==> config.mk <==
export PLATFORM = sky130hd
export DESIGN_NAME = spi_byte_merge_port
export DESIGN_NICKNAME = d
export VERILOG_FILES = /design/src/rtl/spi_byte_merge_port.sv
export SDC_FILE = /design/constraint.sdc
export NUM_CORES = 1
export LEC_CHECK = 0
export BUFFER_PORTS_ARGS = -buffer_cell sky130_fd_sc_hd__clkbuf_2
export CAP_MARGIN = 20
export CORE_ASPECT_RATIO = 1.25
export CORE_MARGIN = 2
export CORE_UTILIZATION = 54
export DETAILED_ROUTE_END_ITERATION = 7
export PLACE_DENSITY = 0.87
export SLEW_MARGIN = 20
export SYNTH_ARGS = -nofsm -noshare
export SYNTH_HDL_FRONTEND = slang
export SYNTH_SLANG_ARGS = --single-unit
export TNS_END_PERCENT = 5
==> constraint.sdc <==
create_clock -name clk -period 3.94 [get_ports clk]
set_input_delay 0.591 -clock clk [delete_from_list [all_inputs] [get_ports clk]]
set_output_delay 0.591 -clock clk [all_outputs]
set_load 0.05 [all_outputs]
==> src/rtl/spi_byte_merge_port.sv <==
module spi_byte_merge_port #(
  parameter int TX_CODE = 2,
  parameter int RX_CODE = 1
) (
  input  logic        clk,
  input  logic        rst_n,
  input  logic        bus_wr,
  input  logic        bus_rd,
  input  logic [2:0]  bus_addr,
  input  logic [31:0] bus_wdata,
  output logic [31:0] bus_rdata,
  input  logic        tx_pop,
  output logic        tx_avail,
  output logic [7:0]  tx_byte,
  input  logic        rx_push,
  input  logic [7:0]  rx_byte,
  output logic        rx_room,
  input  logic        xfer_end,
  output logic        tx_dma_req,
  output logic        rx_dma_req
);
  localparam int TXA = TX_CODE + 1;
  localparam int RXA = RX_CODE + 1;
  localparam int TXD = 1 << TXA;
  localparam int RXD = 1 << RXA;
  localparam logic [TXA:0] TX_FULLV = (TXA+1)'(TXD);
  localparam logic [TXA:0] TX_HALF  = (TXA+1)'(TXD / 2);
  localparam logic [TXA:0] TX_FOUR  = (TXA+1)'(4);
  localparam logic [TXA:0] TX_ONE   = (TXA+1)'(1);
  localparam logic [RXA:0] RX_FULLV = (RXA+1)'(RXD);
  localparam logic [RXA:0] RX_HALF  = (RXA+1)'(RXD / 2);
  localparam logic [RXA:0] RX_FOUR  = (RXA+1)'(4);
  localparam logic [RXA:0] RX_ONE   = (RXA+1)'(1);
  localparam logic [2:0] A_FMT = 3'd0, A_CTRL = 3'd1, A_STAT = 3'd2, A_DATA = 3'd3, A_CFG = 3'd4;

  logic         merge, tx_ovf, rx_unf;
  logic [4:0]   ctrl_q;
  logic [TXA:0] tx_wp, tx_rp, tx_cnt, tx_n;
  logic [RXA:0] rx_wp, rx_rp, rx_cnt, rx_n;
  logic [7:0]   tx_mem [TXD];
  logic [7:0]   rx_mem [RXD];
  logic [31:0]  rx_word;

  wire wr_data = bus_wr && bus_addr == A_DATA;
  wire rd_data = bus_rd && bus_addr == A_DATA;
  wire rst_all = ctrl_q[0];
  wire rst_rx  = ctrl_q[0] | ctrl_q[1];
  wire rst_tx  = ctrl_q[0] | ctrl_q[2];

  assign tx_cnt = tx_wp - tx_rp;
  assign rx_cnt = rx_wp - rx_rp;
  assign tx_n   = merge ? TX_FOUR : TX_ONE;
  assign rx_n   = merge ? RX_FOUR : RX_ONE;

  wire tx_ok   = (TX_FULLV - tx_cnt) >= tx_n;
  wire rx_ok   = rx_cnt >= rx_n;
  wire tx_push = wr_data && tx_ok;
  wire rx_pull = rd_data && rx_ok;
  wire tx_take = tx_pop && tx_avail;
  wire rx_put  = rx_push && rx_room;

  assign tx_avail = tx_cnt != '0;
  assign rx_room  = rx_cnt != RX_FULLV;
  assign tx_byte  = tx_mem[tx_rp[TXA-1:0]];

  assign tx_dma_req = ctrl_q[4] && (TX_FULLV - tx_cnt) >= TX_HALF;
  assign rx_dma_req = ctrl_q[3] && (rx_cnt >= RX_HALF || (xfer_end && rx_cnt != '0));

  always_ff @(posedge clk or negedge rst_n)
    if (!rst_n) begin
      tx_wp <= '0;
      tx_rp <= '0;
    end else if (rst_tx) begin
      tx_wp <= '0;
      tx_rp <= '0;
    end else begin
      if (tx_push) tx_wp <= tx_wp + tx_n;
      if (tx_take) tx_rp <= tx_rp + TX_ONE;
    end

  always_ff @(posedge clk)
    if (tx_push && !rst_tx)
      for (int k = 0; k < 4; k++)
        if (k == 0 || merge) tx_mem[tx_wp[TXA-1:0] + TXA'(k)] <= bus_wdata[8*k +: 8];

  always_ff @(posedge clk or negedge rst_n)
    if (!rst_n) begin
      rx_wp <= '0;
      rx_rp <= '0;
    end else if (rst_rx) begin
      rx_wp <= '0;
      rx_rp <= '0;
    end else begin
      if (rx_put)  rx_wp <= rx_wp + RX_ONE;
      if (rx_pull) rx_rp <= rx_rp + rx_n;
    end

  always_ff @(posedge clk)
    if (rx_put && !rst_rx) rx_mem[rx_wp[RXA-1:0]] <= rx_byte;

  always_comb
    for (int k = 0; k < 4; k++)
      rx_word[8*k +: 8] = (k == 0 || merge) ? rx_mem[rx_rp[RXA-1:0] + RXA'(k)] : 8'h00;

  always_ff @(posedge clk or negedge rst_n)
    if (!rst_n) begin
      merge  <= 1'b0;
      ctrl_q <= '0;
      tx_ovf <= 1'b0;
      rx_unf <= 1'b0;
    end else begin
      ctrl_q <= {ctrl_q[4:3], 3'b000};
      if (bus_wr && bus_addr == A_CTRL) ctrl_q <= bus_wdata[4:0];
      if (bus_wr && bus_addr == A_FMT)  merge  <= bus_wdata[7];
      if (wr_data && !tx_ok) tx_ovf <= 1'b1;
      if (rd_data && !rx_ok) rx_unf <= 1'b1;
      if (rst_all) begin
        merge  <= 1'b0;
        ctrl_q <= '0;
        tx_ovf <= 1'b0;
        rx_unf <= 1'b0;
      end
    end

  always_comb
    case (bus_addr)
      A_FMT:   bus_rdata = {24'h0, merge, 7'h0};
      A_CTRL:  bus_rdata = {27'h0, ctrl_q};
      A_STAT:  bus_rdata = {7'h0, tx_ovf, tx_cnt == TX_FULLV, 7'h0, rx_unf, rx_cnt == '0, 14'h0};
      A_DATA:  bus_rdata = rx_ok ? rx_word : 32'h0;
      A_CFG:   bus_rdata = {24'h0, 4'(TX_CODE), 4'(RX_CODE)};
      default: bus_rdata = 32'h0;
    endcase
endmodule


# Yosys cells after proc, flatten, opt, wreduce, memory -nomap -nowiden
# Memories as Yosys holds them, arrays and structs flattened.
# Index checks and enable logic that the tools add are counted.
totals:
  ff_bits: 22
  ram_bits: 96
  input_bits: 50
  output_inout_bits: 44
  word_cells: 98
  mem_count: 2
memory_table:
  columns: ["name", "depth", "width", "rd", "rd_ports_with_merged_regs", "wr", "line_no", "text"]
  rows:
  - ["tx_mem", 8, 8, 1, 0, 4, "40", "logic [7:0] tx_mem [TXD];"]
  - ["rx_mem", 4, 8, 4, 0, 1, "41", "logic [7:0] rx_mem [RXD];"]
classes:
  add_sub_neg: 13
  n_lt_le_gt_ge: 4
  eq_ne: 6
  mux: 30
  bitwise_logic: 2
  reduce_logical: 32
ops:
  columns: ["cell", "count"]
  rows:
  - ["one-hot mux 32 bit (5 select lines)", 1]
  - ["2-to-1 mux 32 bit", 1]
  - ["2-to-1 mux 8 bit", 3]
  - ["2-to-1 mux 3 bit", 6]
  - ["2-to-1 mux 4 bit", 4]
  - ["nonzero test 2 bit", 8]
  - ["logical AND 1 bit", 15]
  - ["2-to-1 mux 1 bit", 13]
  - ["2-to-1 mux 5 bit", 2]
  - ["adder 3 x 1 -> 3 bit, second input constant", 2]
  - ["adder 3 x 2 -> 3 bit, second input constant", 2]
  - ["== test 3 x 2 -> 1 bit, second input constant", 2]
  - ["zero test 3 bit", 2]
  - ["adder 2 bit, second input constant", 2]
  - ["adder 4 x 1 -> 4 bit, second input constant", 1]
  - ["adder 4 x 3 -> 4 bit", 1]
  - ["== test 4 bit, second input constant", 1]
  - [">= comparator 4 x 3 -> 1 bit", 1]
  - [">= comparator 4 x 3 -> 1 bit, second input constant", 1]
  - ["zero test 1 bit", 4]
  - ["nonzero test 4 bit", 1]
  - ["subtractor 4 bit", 1]
  - ["subtractor 4 bit, first input constant", 1]
  - ["adder 3 bit", 1]
  - ["other kinds (10)", 11]

# Logic depth before layout (Yosys ltp)
logic_depth:
  ltp_word: 7
  ltp_mapped: 15
  mapped_depth_nobuf: 13

# Least setup slack after synthesis
# OpenSTA, ideal clock, no wires.
synth_path:
  path_type: "register to output"
  from: "register rx_rp[1]"
  to: "output port bus_rdata[10]"
  t_arrival_ns: 4.308
  required_time_ns: 3.349
  slack_ns: -0.959
  stages_incl_launch_ff: 13
  path_buffers: 4
  path_cell_list: "dfrtp_1 buf_2 buf_1 clkbuf_1 inv_1 fa_1 xnor3_1 ha_1 a21oi_1 nor3_1 nand2_1 clkbuf_1 a211oi_1"
synth_via:
  elab_chain_len: 5
  word_cells_on_any_way: 7
  cone_classes: "add/sub (2); order compare (1); mux (3); memory (1)"
synth_lines:
  columns: ["element", "line_no", "text"]
  rows:
  - ["start: declaration", "39", "logic [RXA:0] rx_wp, rx_rp, rx_cnt, rx_n;"]
  - ["start signal: assignment", "95", "if (rx_pull) rx_rp <= rx_rp + rx_n;"]
  - ["adder 2 x 1 -> 2 bit", "103", "rx_word[8*k +: 8] = (k == 0 || merge) ? rx_mem[rx_rp[RXA-1:0] + RXA'(k)] : 8'h00;"]
  - ["memory read (4 x 8 bit)", null, null]
  - ["2-to-1 mux 8 bit", "103", null]
  - ["2-to-1 mux 32 bit *", "130", "A_DATA: bus_rdata = rx_ok ? rx_word : 32'h0;"]
  - ["one-hot mux 32 bit (5 select lines) *", "126", "case (bus_addr)"]
  - ["end: declaration", "11", "output logic [31:0] bus_rdata,"]
# Every way passes the cells marked *; elsewhere a longest branch is shown, timed or not.

# Worst setup path in the final report
layout_path:
  from: "register rx_wp[0]"
  to: "output port bus_rdata[20]"
layout_via:
  elab_chain_len: 4
layout_lines:
  columns: ["element", "line_no", "text"]
  rows:
  - ["start: declaration", "39", null]
  - ["start signal: assignment", "94", "if (rx_put) rx_wp <= rx_wp + RX_ONE;"]
  - ["subtractor 3 bit", "51", "assign rx_cnt = rx_wp - rx_rp;"]
  - [">= comparator 3 bit", "56", "wire rx_ok = rx_cnt >= rx_n;"]
  - ["2-to-1 mux 32 bit", "130", null]
  - ["one-hot mux 32 bit (5 select lines)", "126", null]
# Every way passes these cells.

==> run metrics <==
crit path launch type flop; Iter 0 DRT Violations 1006; Lkg Pwr 0.00361 uW; Die Ht 142 um; row count 50; Place WS 266 ps; first-pass GRT wire length 40000 um; WL/cell 24.2 um; clock transition at the registers of the reported paths 60 ps; hold buffer count at CTS 0; Vias 7544; number of flops mapped to enable cells by yosys 96; Clk Latency, worst-skew pair 430 ps; post-synthesis register bit count 118; post-CTS setup buffer count 0; Sink Count 118; Max rail drop VDD 578 uV; crit path cell chain inv_2 > ha_1 > inv_1 > fa_1 > xnor3_2 > ha_1 > a21oi_1 > nor3_2 > nand2_2 > buf_12 > a211oi_4 > clkbuf_4; async set-reset flop share out of synthesis 18.6%; Avg Inst Size Synth 10.0 um^2; CTS tree done; Post-Syn Area 8250 um^2; vias in the first global route 7351; RSZ-0062 raised after global routing yes; placed cell area 9240 um^2; Slew Limit Fails 0; Routed Antenna Nets 0; Final Hold Viols 0; post-synthesis cell count 824; Chip Width 115 um; antenna violations before repair 0; footprint of the multi-input gates 4680 um^2; Worst Skew 12.6 ps; CP most frequent cell ha_1; Max Fclk 262 MHz; Power Dens Cells 767 nW/um^2; synth warn 0; DP Wirelength 18500 um; number of remaining DRC errors 0; Via density 6.95; Worst setup EP type output port; relative slew slack 32.8%; post-layout util 65.9%; area grow syn2layout 19.5%; Final Power 7560 uW; worst slew pin tran 1010 ps; Synth cell types 65; drt pass-1 iters 6; H-tree depth 4; Finished Layout Cells 1086; Final Cycle Share 96.8%; CP max stage delay 440 ps; Worst path slowest cell dfrtp_2; share of layout cells above drive strength 1 25.3%; Global Route Usage Sum 32.6%; number of diodes 0; Starting Density 55.1%; most common flop cell mapped by yosys edfxtp_1; CTS root buf clkbuf_16; Placer Congestion 1.01; min cycle time layout 3810 ps; Crit Path Category reg2out; nets 964; Syn Nets 897; Final WS setup 127 ps; Critical Path RT 3350 ps; CP Max Fanout 21; total CTS buffers 17; die area 16300 um^2; status completed; fin area 9860 um^2; Seq/Total Area, Yosys 41.6%; maxcap violations 0; Port Buffers 93; global route overflow 0; Total Wirelength 26300 um; final setup fails 0; Register Area 3440 um^2; largest net degree at the start of global routing 47; floorplan core area 15000 um^2; I/O Pins 94; CP arrival 3220 ps; Hold/Removal Path Class in2async; placed cell count 1054; clock tree buffer depth 2; fillers 1095
==> where the power goes <==
group	total, uW	internal, uW	switching [uW]
clock network	1430	852	575
logic	4460	1470	2990
registers	1680	1560	113
total	7560	3880	3680
==> Yosys cell counts, types with 7 or more instances <==
library cell  number  area, um^2
a211oi_1          30         225
a21o_1            16         120
a21oi_1           46         230
a22o_1            14         123
a22oi_1            8        60.1
a2bb2oi_1         15         131
a32oi_1            9        78.8
and2_1            11        68.8
buf_1             24        90.1
buf_2             14        70.1
clkbuf_1          38         143
dfrtp_1           22         551
edfxtp_1          96        2880
ha_1              21         263
inv_1             19        71.3
mux2_2             9         101
mux2i_1           18         180
mux4_2            20         450
nand2_1           94         353
nand3_1           17        85.1
nor2_1            63         236
nor2b_1           14        87.6
nor3_1             8        40.0
o21a_1            14         105
o21ai_0           38         190
o221ai_1          15         131
o22a_1            10        87.6
o22ai_1           27         169
o2bb2ai_1         12         105
xnor2_1            8        70.1
xor2_1             7        61.3
==> logic make-up after synthesis <==
family / Yosys count / share of synthesized area (%)
AO/OA/AOI/OAI: 290 / 25.9
XOR/XNOR: 19 / 2.53
adder cells (fa/ha/maj): 23 / 3.67
buffers and inverters: 97 / 4.72
flip-flops: 118 / 41.6
multiplexers: 47 / 8.88
AND/OR/NAND/NOR: 230 / 12.6
==> cell type report <==
class                   instances  area share, %
clock buffers                  17           4.32
well taps                     182           2.31
clock inverters                15           1.17
multi-input cells             609           47.5
repair buffers                125           9.10
inverters                      20          0.762
flip-flops and latches        118           34.9
==> per-layer routing <==
layer	wire [um]	up-vias	global-route usage, %
li1	-	3276	-
met2	12600	567	54.1
met1	9480	3571	38.6
met4	1550	0	19.2
met3	2700	130	7.24
met5	0	-	0
==> worst max-delay path: cells and delay by family (launching register included) <==
family,cells,cell delay [ps]
AO/OA/AOI/OAI,2,260
XOR/XNOR,1,270
adder cells (fa/ha/maj),3,810
buffers and inverters,4,610
flip-flops,1,440
AND/OR/NAND/NOR,2,380
==> worst paths after layout <==
path,startpoint,slack [ps],end,depth (start not counted)
max,rx_wp[0],130,bus_rdata[20],12
min,rst_n,160,ctrl_q[2],1
max reg2reg,tx_wp[0],220,tx_mem[5][4],15
min reg2reg,rx_unf,520,rx_unf,2
max in group asynchronous,rst_n,3350,rx_wp[0],1
min in group clk,rx_byte[1],390,rx_mem[1][1],1
==> what timing repair did <==
item,4_1_cts,5_1_grt
endpoints found under the setup margin,22,41
resized for setup,14,28
pin swaps,0,2
==> layout by cell type (no fill, tap or decap), types with 19 or more instances in the layout <==
master	count
a211oi_4	20
a21oi_1	46
buf_4	33
clkbuf_2	66
dfrtp_1	19
edfxtp_1	96
ha_1	21
mux4_2	20
nand2_1	93
nor2_1	63
o21ai_0	35
o22ai_1	26
==> through the flow <==
| step | hold slack [ps] | TNS [ps] |
|---|---|---|
| floorplan | 295 | -4830 |
| global placement | 477 | 0 |
| detailed placement | 494 | 0 |
| CTS | 157 | 0 |
| global route | 194 | -564 |
| finish | 157 | 0 |
==> sequential cells by signal, summed over array words and instances, names as in the netlist <==
signal,flops
tx_mem,64
ctrl_q,5
tx_rp,4
rx_mem,32
tx_ovf,1
rx_wp,3
merge,1
rx_rp,3
rx_unf,1
tx_wp,4
Note: power is estimated with default switching activity, not from simulation.
